File: src/rtl/stopclk_pkg.sv
// Shared types for the stop-clock controller.
// Assumes: state encoding is visible on the status output, so it is fixed here.
package stopclk_pkg;

    typedef enum logic [1:0] {
        SC_RUN   = 2'b00,
        SC_PEND  = 2'b01,
        SC_GRANT = 2'b10,
        SC_WAKE  = 2'b11
    } sc_state_e;

    localparam int unsigned WAKE_MIN = 10;
    localparam int unsigned WAKE_MAX = 20;

endpackage

File: src/rtl/stopclk_wake_ctr.sv
// Wake delay counter: loads a fixed count and counts down while running.
// Assumes: load_i and run_i are never high together; expire_o flags the
// final counting clock so the sequencer can leave on that edge.
module stopclk_wake_ctr #(
    parameter int unsigned LOAD  = 12,
    parameter int unsigned CNT_W = 5
) (
    input  logic clk,
    input  logic rst_n,
    input  logic load_i,
    input  logic run_i,
    output logic expire_o
);

    localparam logic [CNT_W-1:0] LOAD_V = CNT_W'(LOAD);
    localparam logic [CNT_W-1:0] ONE_V  = CNT_W'(1);

    logic [CNT_W-1:0] cnt_q;

    // Count register: load on request release, step down while resuming.
    always_ff @(posedge clk) begin
        if (!rst_n) begin
            cnt_q <= '0;
        end else if (load_i) begin
            cnt_q <= LOAD_V;
        end else if (run_i && (cnt_q != '0)) begin
            cnt_q <= cnt_q - ONE_V;
        end
    end

    // Expiry flag: last clock of the countdown.
    always_comb begin
        expire_o = run_i && (cnt_q == ONE_V);
    end

endmodule

File: src/rtl/stopclk_seq.sv
// Clock-control sequencer: normal, pending announcement, grant, resuming.
// Assumes: ready inputs are active high and are only meaningful after the
// strobe cycle; hold is served only in the grant state.
module stopclk_seq
    import stopclk_pkg::*;
(
    input  logic      clk,
    input  logic      rst_n,
    input  logic      stop_req_i,
    input  logic      cyc_busy_i,
    input  logic      rdy_i,
    input  logic      brdy_i,
    input  logic      hold_i,
    input  logic      expire_i,
    output sc_state_e state_o,
    output logic      strobe_o,
    output logic      hlda_o,
    output logic      load_o,
    output logic      run_o
);

    sc_state_e state_q;
    logic      strobe_q;
    logic      hlda_q;
    logic      leave_grant;

    // Exit condition from grant: request gone and no hold in progress.
    always_comb begin
        leave_grant = (state_q == SC_GRANT) && !stop_req_i && !hold_i && !hlda_q;
        load_o      = leave_grant;
        run_o       = (state_q == SC_WAKE) && !stop_req_i;
    end

    // State, strobe and hold-acknowledge registers.
    always_ff @(posedge clk) begin
        if (!rst_n) begin
            state_q  <= SC_RUN;
            strobe_q <= 1'b0;
            hlda_q   <= 1'b0;
        end else begin
            strobe_q <= 1'b0;
            hlda_q   <= (state_q == SC_GRANT) && hold_i;
            unique case (state_q)
                SC_RUN: begin
                    if (stop_req_i && !cyc_busy_i) begin
                        state_q  <= SC_PEND;
                        strobe_q <= 1'b1;
                    end
                end
                SC_PEND: begin
                    if (!strobe_q && (rdy_i || brdy_i)) begin
                        state_q <= SC_GRANT;
                    end
                end
                SC_GRANT: begin
                    if (leave_grant) begin
                        state_q <= SC_WAKE;
                    end
                end
                SC_WAKE: begin
                    if (stop_req_i) begin
                        state_q  <= SC_PEND;
                        strobe_q <= 1'b1;
                    end else if (expire_i) begin
                        state_q <= SC_RUN;
                    end
                end
                default: state_q <= SC_RUN;
            endcase
        end
    end

    assign state_o  = state_q;
    assign strobe_o = strobe_q;
    assign hlda_o   = hlda_q;

endmodule

File: src/rtl/stopclk_pins.sv
// Pin multiplexer: picks core values, announcement values or held levels
// and forms the drive enables for every pin group.
// Assumes: the held copy is taken every clock outside grant/resuming, so
// on entry to grant it holds the last levels driven.
module stopclk_pins
    import stopclk_pkg::*;
#(
    parameter int unsigned     ADDR_W  = 30,
    parameter int unsigned     CTL_W   = 3,
    parameter int unsigned     DATA_W  = 32,
    parameter int unsigned     PAR_W   = 4,
    parameter logic [ADDR_W-1:0] SG_ADDR = '0,
    parameter logic [CTL_W-1:0]  SG_CTL  = '0
) (
    input  logic              clk,
    input  logic              rst_n,
    input  sc_state_e         state_i,
    input  logic              strobe_i,
    input  logic              hlda_i,
    input  logic [ADDR_W-1:0] addr_i,
    input  logic [CTL_W-1:0]  ctl_i,
    input  logic              ads_n_i,
    input  logic              lock_n_i,
    input  logic [DATA_W-1:0] data_i,
    input  logic [PAR_W-1:0]  par_i,
    input  logic              data_oe_i,
    output logic [ADDR_W-1:0] addr_o,
    output logic              addr_oe_o,
    output logic [CTL_W-1:0]  ctl_o,
    output logic              ads_n_o,
    output logic              lock_n_o,
    output logic              ctl_oe_o,
    output logic [DATA_W-1:0] data_o,
    output logic [PAR_W-1:0]  par_o,
    output logic              data_oe_o,
    output logic              par_oe_o
);

    localparam int unsigned HELD_W = ADDR_W + CTL_W;

    logic [HELD_W-1:0] held_q;
    logic              bus_oe;

    // Held levels: track driven address/control until grant is entered.
    always_ff @(posedge clk) begin
        if (!rst_n) begin
            held_q <= '0;
        end else if (!state_i[1]) begin
            held_q <= {addr_o, ctl_o};
        end
    end

    // Output selection per state.
    always_comb begin
        addr_o    = addr_i;
        ctl_o     = ctl_i;
        ads_n_o   = ads_n_i;
        lock_n_o  = lock_n_i;
        data_oe_o = data_oe_i;
        par_oe_o  = data_oe_i;
        bus_oe    = 1'b1;
        unique case (state_i)
            SC_RUN: begin
            end
            SC_PEND: begin
                addr_o    = SG_ADDR;
                ctl_o     = SG_CTL;
                ads_n_o   = !strobe_i;
                lock_n_o  = 1'b1;
                data_oe_o = 1'b0;
                par_oe_o  = 1'b0;
            end
            default: begin
                addr_o    = held_q[HELD_W-1:CTL_W];
                ctl_o     = held_q[CTL_W-1:0];
                ads_n_o   = 1'b1;
                lock_n_o  = 1'b1;
                data_oe_o = 1'b0;
                par_oe_o  = 1'b0;
                bus_oe    = !hlda_i;
            end
        endcase
    end

    // Data and parity values pass through; only their enables change.
    assign data_o    = data_i;
    assign par_o     = par_i;
    assign addr_oe_o = bus_oe;
    assign ctl_oe_o  = bus_oe;

endmodule

File: src/rtl/stopclk_ctrl.sv
// Top of the stop-clock controller: sequencer, wake counter and pin mux.
// Assumes: RESUME_CLKS lies in 10..20; the core supplies normal-state pin
// values and a busy flag for cycles already on the bus.
module stopclk_ctrl
    import stopclk_pkg::*;
#(
    parameter int unsigned       ADDR_W      = 30,
    parameter int unsigned       CTL_W       = 3,
    parameter int unsigned       DATA_W      = 32,
    parameter int unsigned       PAR_W       = 4,
    parameter int unsigned       RESUME_CLKS = 12,
    parameter logic [ADDR_W-1:0] SG_ADDR     = ADDR_W'(4),
    parameter logic [CTL_W-1:0]  SG_CTL      = CTL_W'(1)
) (
    input  logic              clk,
    input  logic              rst_n,
    input  logic              stop_req_i,
    input  logic              cyc_busy_i,
    input  logic              rdy_i,
    input  logic              brdy_i,
    input  logic              hold_i,
    input  logic [ADDR_W-1:0] addr_i,
    input  logic [CTL_W-1:0]  ctl_i,
    input  logic              ads_n_i,
    input  logic              lock_n_i,
    input  logic [DATA_W-1:0] data_i,
    input  logic [PAR_W-1:0]  par_i,
    input  logic              data_oe_i,
    output logic [ADDR_W-1:0] addr_o,
    output logic              addr_oe_o,
    output logic [CTL_W-1:0]  ctl_o,
    output logic              ads_n_o,
    output logic              lock_n_o,
    output logic              ctl_oe_o,
    output logic [DATA_W-1:0] data_o,
    output logic [PAR_W-1:0]  par_o,
    output logic              data_oe_o,
    output logic              par_oe_o,
    output logic              hlda_o,
    output logic [1:0]        state_o
);

    localparam int unsigned CNT_W = $clog2(WAKE_MAX + 1);

    if ((RESUME_CLKS < WAKE_MIN) || (RESUME_CLKS > WAKE_MAX)) begin : g_bad_wake
        $error("RESUME_CLKS outside 10..20");
    end

    sc_state_e state;
    logic      strobe;
    logic      hlda;
    logic      load;
    logic      run;
    logic      expire;

    stopclk_seq u_seq (
        .clk        (clk),
        .rst_n      (rst_n),
        .stop_req_i (stop_req_i),
        .cyc_busy_i (cyc_busy_i),
        .rdy_i      (rdy_i),
        .brdy_i     (brdy_i),
        .hold_i     (hold_i),
        .expire_i   (expire),
        .state_o    (state),
        .strobe_o   (strobe),
        .hlda_o     (hlda),
        .load_o     (load),
        .run_o      (run)
    );

    stopclk_wake_ctr #(
        .LOAD  (RESUME_CLKS),
        .CNT_W (CNT_W)
    ) u_ctr (
        .clk      (clk),
        .rst_n    (rst_n),
        .load_i   (load),
        .run_i    (run),
        .expire_o (expire)
    );

    stopclk_pins #(
        .ADDR_W  (ADDR_W),
        .CTL_W   (CTL_W),
        .DATA_W  (DATA_W),
        .PAR_W   (PAR_W),
        .SG_ADDR (SG_ADDR),
        .SG_CTL  (SG_CTL)
    ) u_pins (
        .clk       (clk),
        .rst_n     (rst_n),
        .state_i   (state),
        .strobe_i  (strobe),
        .hlda_i    (hlda),
        .addr_i    (addr_i),
        .ctl_i     (ctl_i),
        .ads_n_i   (ads_n_i),
        .lock_n_i  (lock_n_i),
        .data_i    (data_i),
        .par_i     (par_i),
        .data_oe_i (data_oe_i),
        .addr_o    (addr_o),
        .addr_oe_o (addr_oe_o),
        .ctl_o     (ctl_o),
        .ads_n_o   (ads_n_o),
        .lock_n_o  (lock_n_o),
        .ctl_oe_o  (ctl_oe_o),
        .data_o    (data_o),
        .par_o     (par_o),
        .data_oe_o (data_oe_o),
        .par_oe_o  (par_oe_o)
    );

    assign hlda_o  = hlda;
    assign state_o = state;

endmodule

File: config.mk
export PLATFORM = sky130hd
export DESIGN_NAME = stopclk_ctrl
export DESIGN_NICKNAME = d
export VERILOG_FILES = /design/src/rtl/stopclk_pkg.sv /design/src/rtl/stopclk_wake_ctr.sv /design/src/rtl/stopclk_seq.sv /design/src/rtl/stopclk_pins.sv /design/src/rtl/stopclk_ctrl.sv
export SDC_FILE = /design/constraint.sdc
export NUM_CORES = 1
export LEC_CHECK = 0
export ABC_AREA = 1
export CAP_MARGIN = 20
export CORE_ASPECT_RATIO = 1.2
export CORE_MARGIN = 1
export CORE_UTILIZATION = 40
export CTS_BUF_LIST = sky130_fd_sc_hd__clkbuf_8
export CTS_CLUSTER_SIZE = 24
export DETAILED_ROUTE_END_ITERATION = 16
export PLACE_DENSITY_LB_ADDON = 0.25
export SETUP_SLACK_MARGIN = 0.5
export SLEW_MARGIN = 20
export SYNTH_ARGS = -nofsm -noshare
export SYNTH_HDL_FRONTEND = slang
export SYNTH_SLANG_ARGS = --single-unit
File: constraint.sdc
create_clock -name clk -period 2 [get_ports clk]
set_input_delay 0.4 -clock clk [delete_from_list [all_inputs] [get_ports clk]]
set_output_delay 0.4 -clock clk [all_outputs]
set_load 0.1 [all_outputs]
==> metrics.yaml, run 1 <==
synthesis:
  synthTopCellsByArea: "dfxtp_1 31%, inv_1 12%, buf_4 11%"
  synth_common_cells: "86 x inv_1, 60 x nand2_1, 42 x dfxtp_1"
  synth_edf_count: 0
  syn_avg_cell_area_um2: 7.016
  synth.distinct_cells: 21
  yosysWarnings: 0
  synth_seq_cells: 42
  synth_top_area_share_pct: 30.57
  netlist_area_um2: 2750
  synthArstFlopShare_pct: 0
  synth_cells: 392
  yosysMostFrequentCell: "inv_1"
  ys_seq_area_share_pct: 30.57
  synthFlopType: "dfxtp_1"
  synth_nets: 478
  synth_top_area_cell: "dfxtp_1"
critical_path:
  cp_max_fo: 11
  worst-path-buf-inv: 3
  cpPeakStageDelay_ps: 380
  path_class: "reg -> out"
  crit_required_ps: 1600
  critPathSlowestCell: "dfxtp_4"
  critical_path_arrival_ps: 1770
  cpLargestDelayFamily: "buffers and inverters"
  worstSetupEndpointType: "output pin"
  crit_chain: "inv_4 > ha_4 > or2_4 > buf_16 > o21ai_4 > buf_12"
  critPathLaunchType: "flop"
global_routing:
  grt_pass1_vias: 2712
  grt.total_usage_pct: 23.35
  grt_pass1_wl_mm: 13.08
  grt_busiest_layer: "met2"
  grt_use_met3_pct: 5.616
  grt_start_max_net_pins: 23
  use_met2_pct: 41.37
  antenna_found_initial: 0
  grt.overflow.total: 0
  use_met1_pct: 26.45
clock_tree:
  cts_sinks: 42
  clockBufferDepth: 2
  clock_latency_ps: 290
  cts_made_buffers: 5
  htree_levels: 2
  path_clk_slew_ps: 80
  cts_tree: "built"
  postCtsHoldBufs: 0
  cts_root_buf: "clkbuf_8"
final_layout:
  fin_util_pct: 74.16
  ff_latch_area_um2: 849.6
  antennaDiodeCount: 0
  multiInputGateArea_um2: 1585
  drive_above_1_share_pct: 37.95
  nNetsFinal: 554
  area_delta_synth_final_pct: 75.98
  final_cells: 554
  nFillCells: 442
timing:
  setup_ws_ps: -168.8
  setup_viol: 39
  min_period_over_period_pct: 108.4
  hold_viol: 0
  worstMarginPinSlew_ps: 385.7
  max_freq_ghz: 0.4611
  maxSlewViolCount: 0
  setup-tns-final_ps: -5032
  fin_skew_ps: 4.136
  rsz0062_at_grt: "true"
  period_minus_slack_ps: 2169
  relSlewSlack_pct: 74.19
floorplan:
  pin_count: 157
  die_y_um: 92.83
  core_area_um2: 6526
  die_w_um: 77.70
  rows: 32
  dieArea_um2: 7212
  start_util_pct: 42.14
place:
  gp_congestion: 0.8667
  dpl.hpwl_mm: 4.828
  pre_cts_slack_ps: 147.2
  dp_cells: 515
  portBuffers: 84
detailed_routing:
  wl_per_cell_um: 15.31
  drc: 0
  wirelength_mm: 8.480
  dr.pass1.iters: 4
  drt_iter0_markers: 112
  num_vias: 2736
  detail-route-antenna-nets: 0
  vias_per_cell: 4.939
flow_run:
  drv_cap: 0
run_status:
  violations: "setup timing"
  status: "finished, violations left"
worst_hold_path:
  min_path_type: "reg -> reg"
sequential cells by signal, summed over array words and instances (netlist names):
signal	flops
u_ctr.cnt_q	5
u_seq.state_o	2
u_seq.hlda_o	1
u_pins.held_q	33
u_seq.strobe_o	1
cell type report:
class | instances | area share, %
clock buffers | 6 | 1.706
clock inverters | 2 | 0.1810
inverters | 87 | 7.032
multi-input cells | 207 | 32.76
flip-flops and latches | 42 | 17.55
well taps | 85 | 2.198
repair buffers | 125 | 38.57
routing by layer:
| metal | part of all wire (%) | wire length [um] | vias to the layer above |
|---|---|---|---|
| met3 | 6.0 | 513 | 24 |
| met1 | 40 | 3365 | 1296 |
| met4 | 2.1 | 176 | 0 |
| met5 | 0 | 0 | - |
| li1 | - | - | 1326 |
| met2 | 52 | 4424 | 90 |
metrics by stage:
step / instance area [um2] / hold slack (ps)
2_1_floorplan: 3060 / 471.4
3_3_place_gp: 4074 / 483.8
3_5_place_dp: 4074 / 482.4
4_1_cts: 4623 / 493.6
5_1_grt: 4840 / 538.4
6_report: 4840 / 523.8
path summary, 6_finish.rpt:
path,from,to,slack (ps),cells after the start
worst max-delay path,u_seq.state_o[0]$_SDFFE_PN0P_,addr_o[20],-170,6
worst min register to register,u_ctr.cnt_q[1]$_SDFFE_PP0P_,u_ctr.cnt_q[1]$_SDFFE_PP0P_,520,2
worst min-delay path,u_ctr.cnt_q[1]$_SDFFE_PP0P_,u_ctr.cnt_q[1]$_SDFFE_PP0P_,520,2
worst max register to register,u_seq.state_o[0]$_SDFFE_PN0P_,u_pins.held_q[0]$_SDFFE_PN0N_,380,8
cells in the final DEF (no fill, tap or decap), types with 5 or more instances in the layout:
master           synthesis  layout
a21oi_1                 40      32
a21oi_2                  0       7
buf_12                   0      43
buf_16                   0       7
buf_4                   40      19
buf_6                    3       8
clkbuf_8                 0       6
clkdlybuf4s50_1          0      42
dfxtp_1                 42      39
inv_1                   86      79
nand2_1                 60      40
nand2_2                  0      13
nand2_4                  0       6
nand3_1                  9       5
nor2_1                  16      13
o21ai_1                 32      31
o21ai_4                 10      33
worst register-to-register path, stage by stage, from the launching register on:
cell	delay (ps)
dfxtp_4	380
inv_4	50
ha_4	160
buf_8	130
buf_12	130
a21oi_1	230
o21ai_4	110
o21ai_1	220
inv_1	100
logic make-up (layout without fill, tap and decap cells):
family / count (synthesis) / after routing / share of synthesized area, %
adders and majority gates: 7 / 7 / 3.185
xor gates and xnor gates: 2 / 2 / 0.6371
buffers and inverters: 143 / 220 / 26.30
and+or+nand+nor: 87 / 87 / 12.47
AOI/OAI and AO/OA: 111 / 111 / 26.84
DFF: 42 / 42 / 30.57
timing repair:
action                                  CTS  global route
buffers inserted                         15             8
endpoints found under the setup margin   47            68
pin swaps                                 5             9
resized for setup                        27            48
gates cloned                              8             0
Power of run 1 is left out: the tool's default activity adds up to more than one toggle a clock period on the data nets, which glitch-free logic cannot reach.
==> run 2, diff against run 1 <==
RECOVER_POWER = 100   (was not set)
==> results of run 2 <==
Same layout as run 1: the final DEF is identical, and so are final timing and power.
Power of run 2 is left out for the same reason.
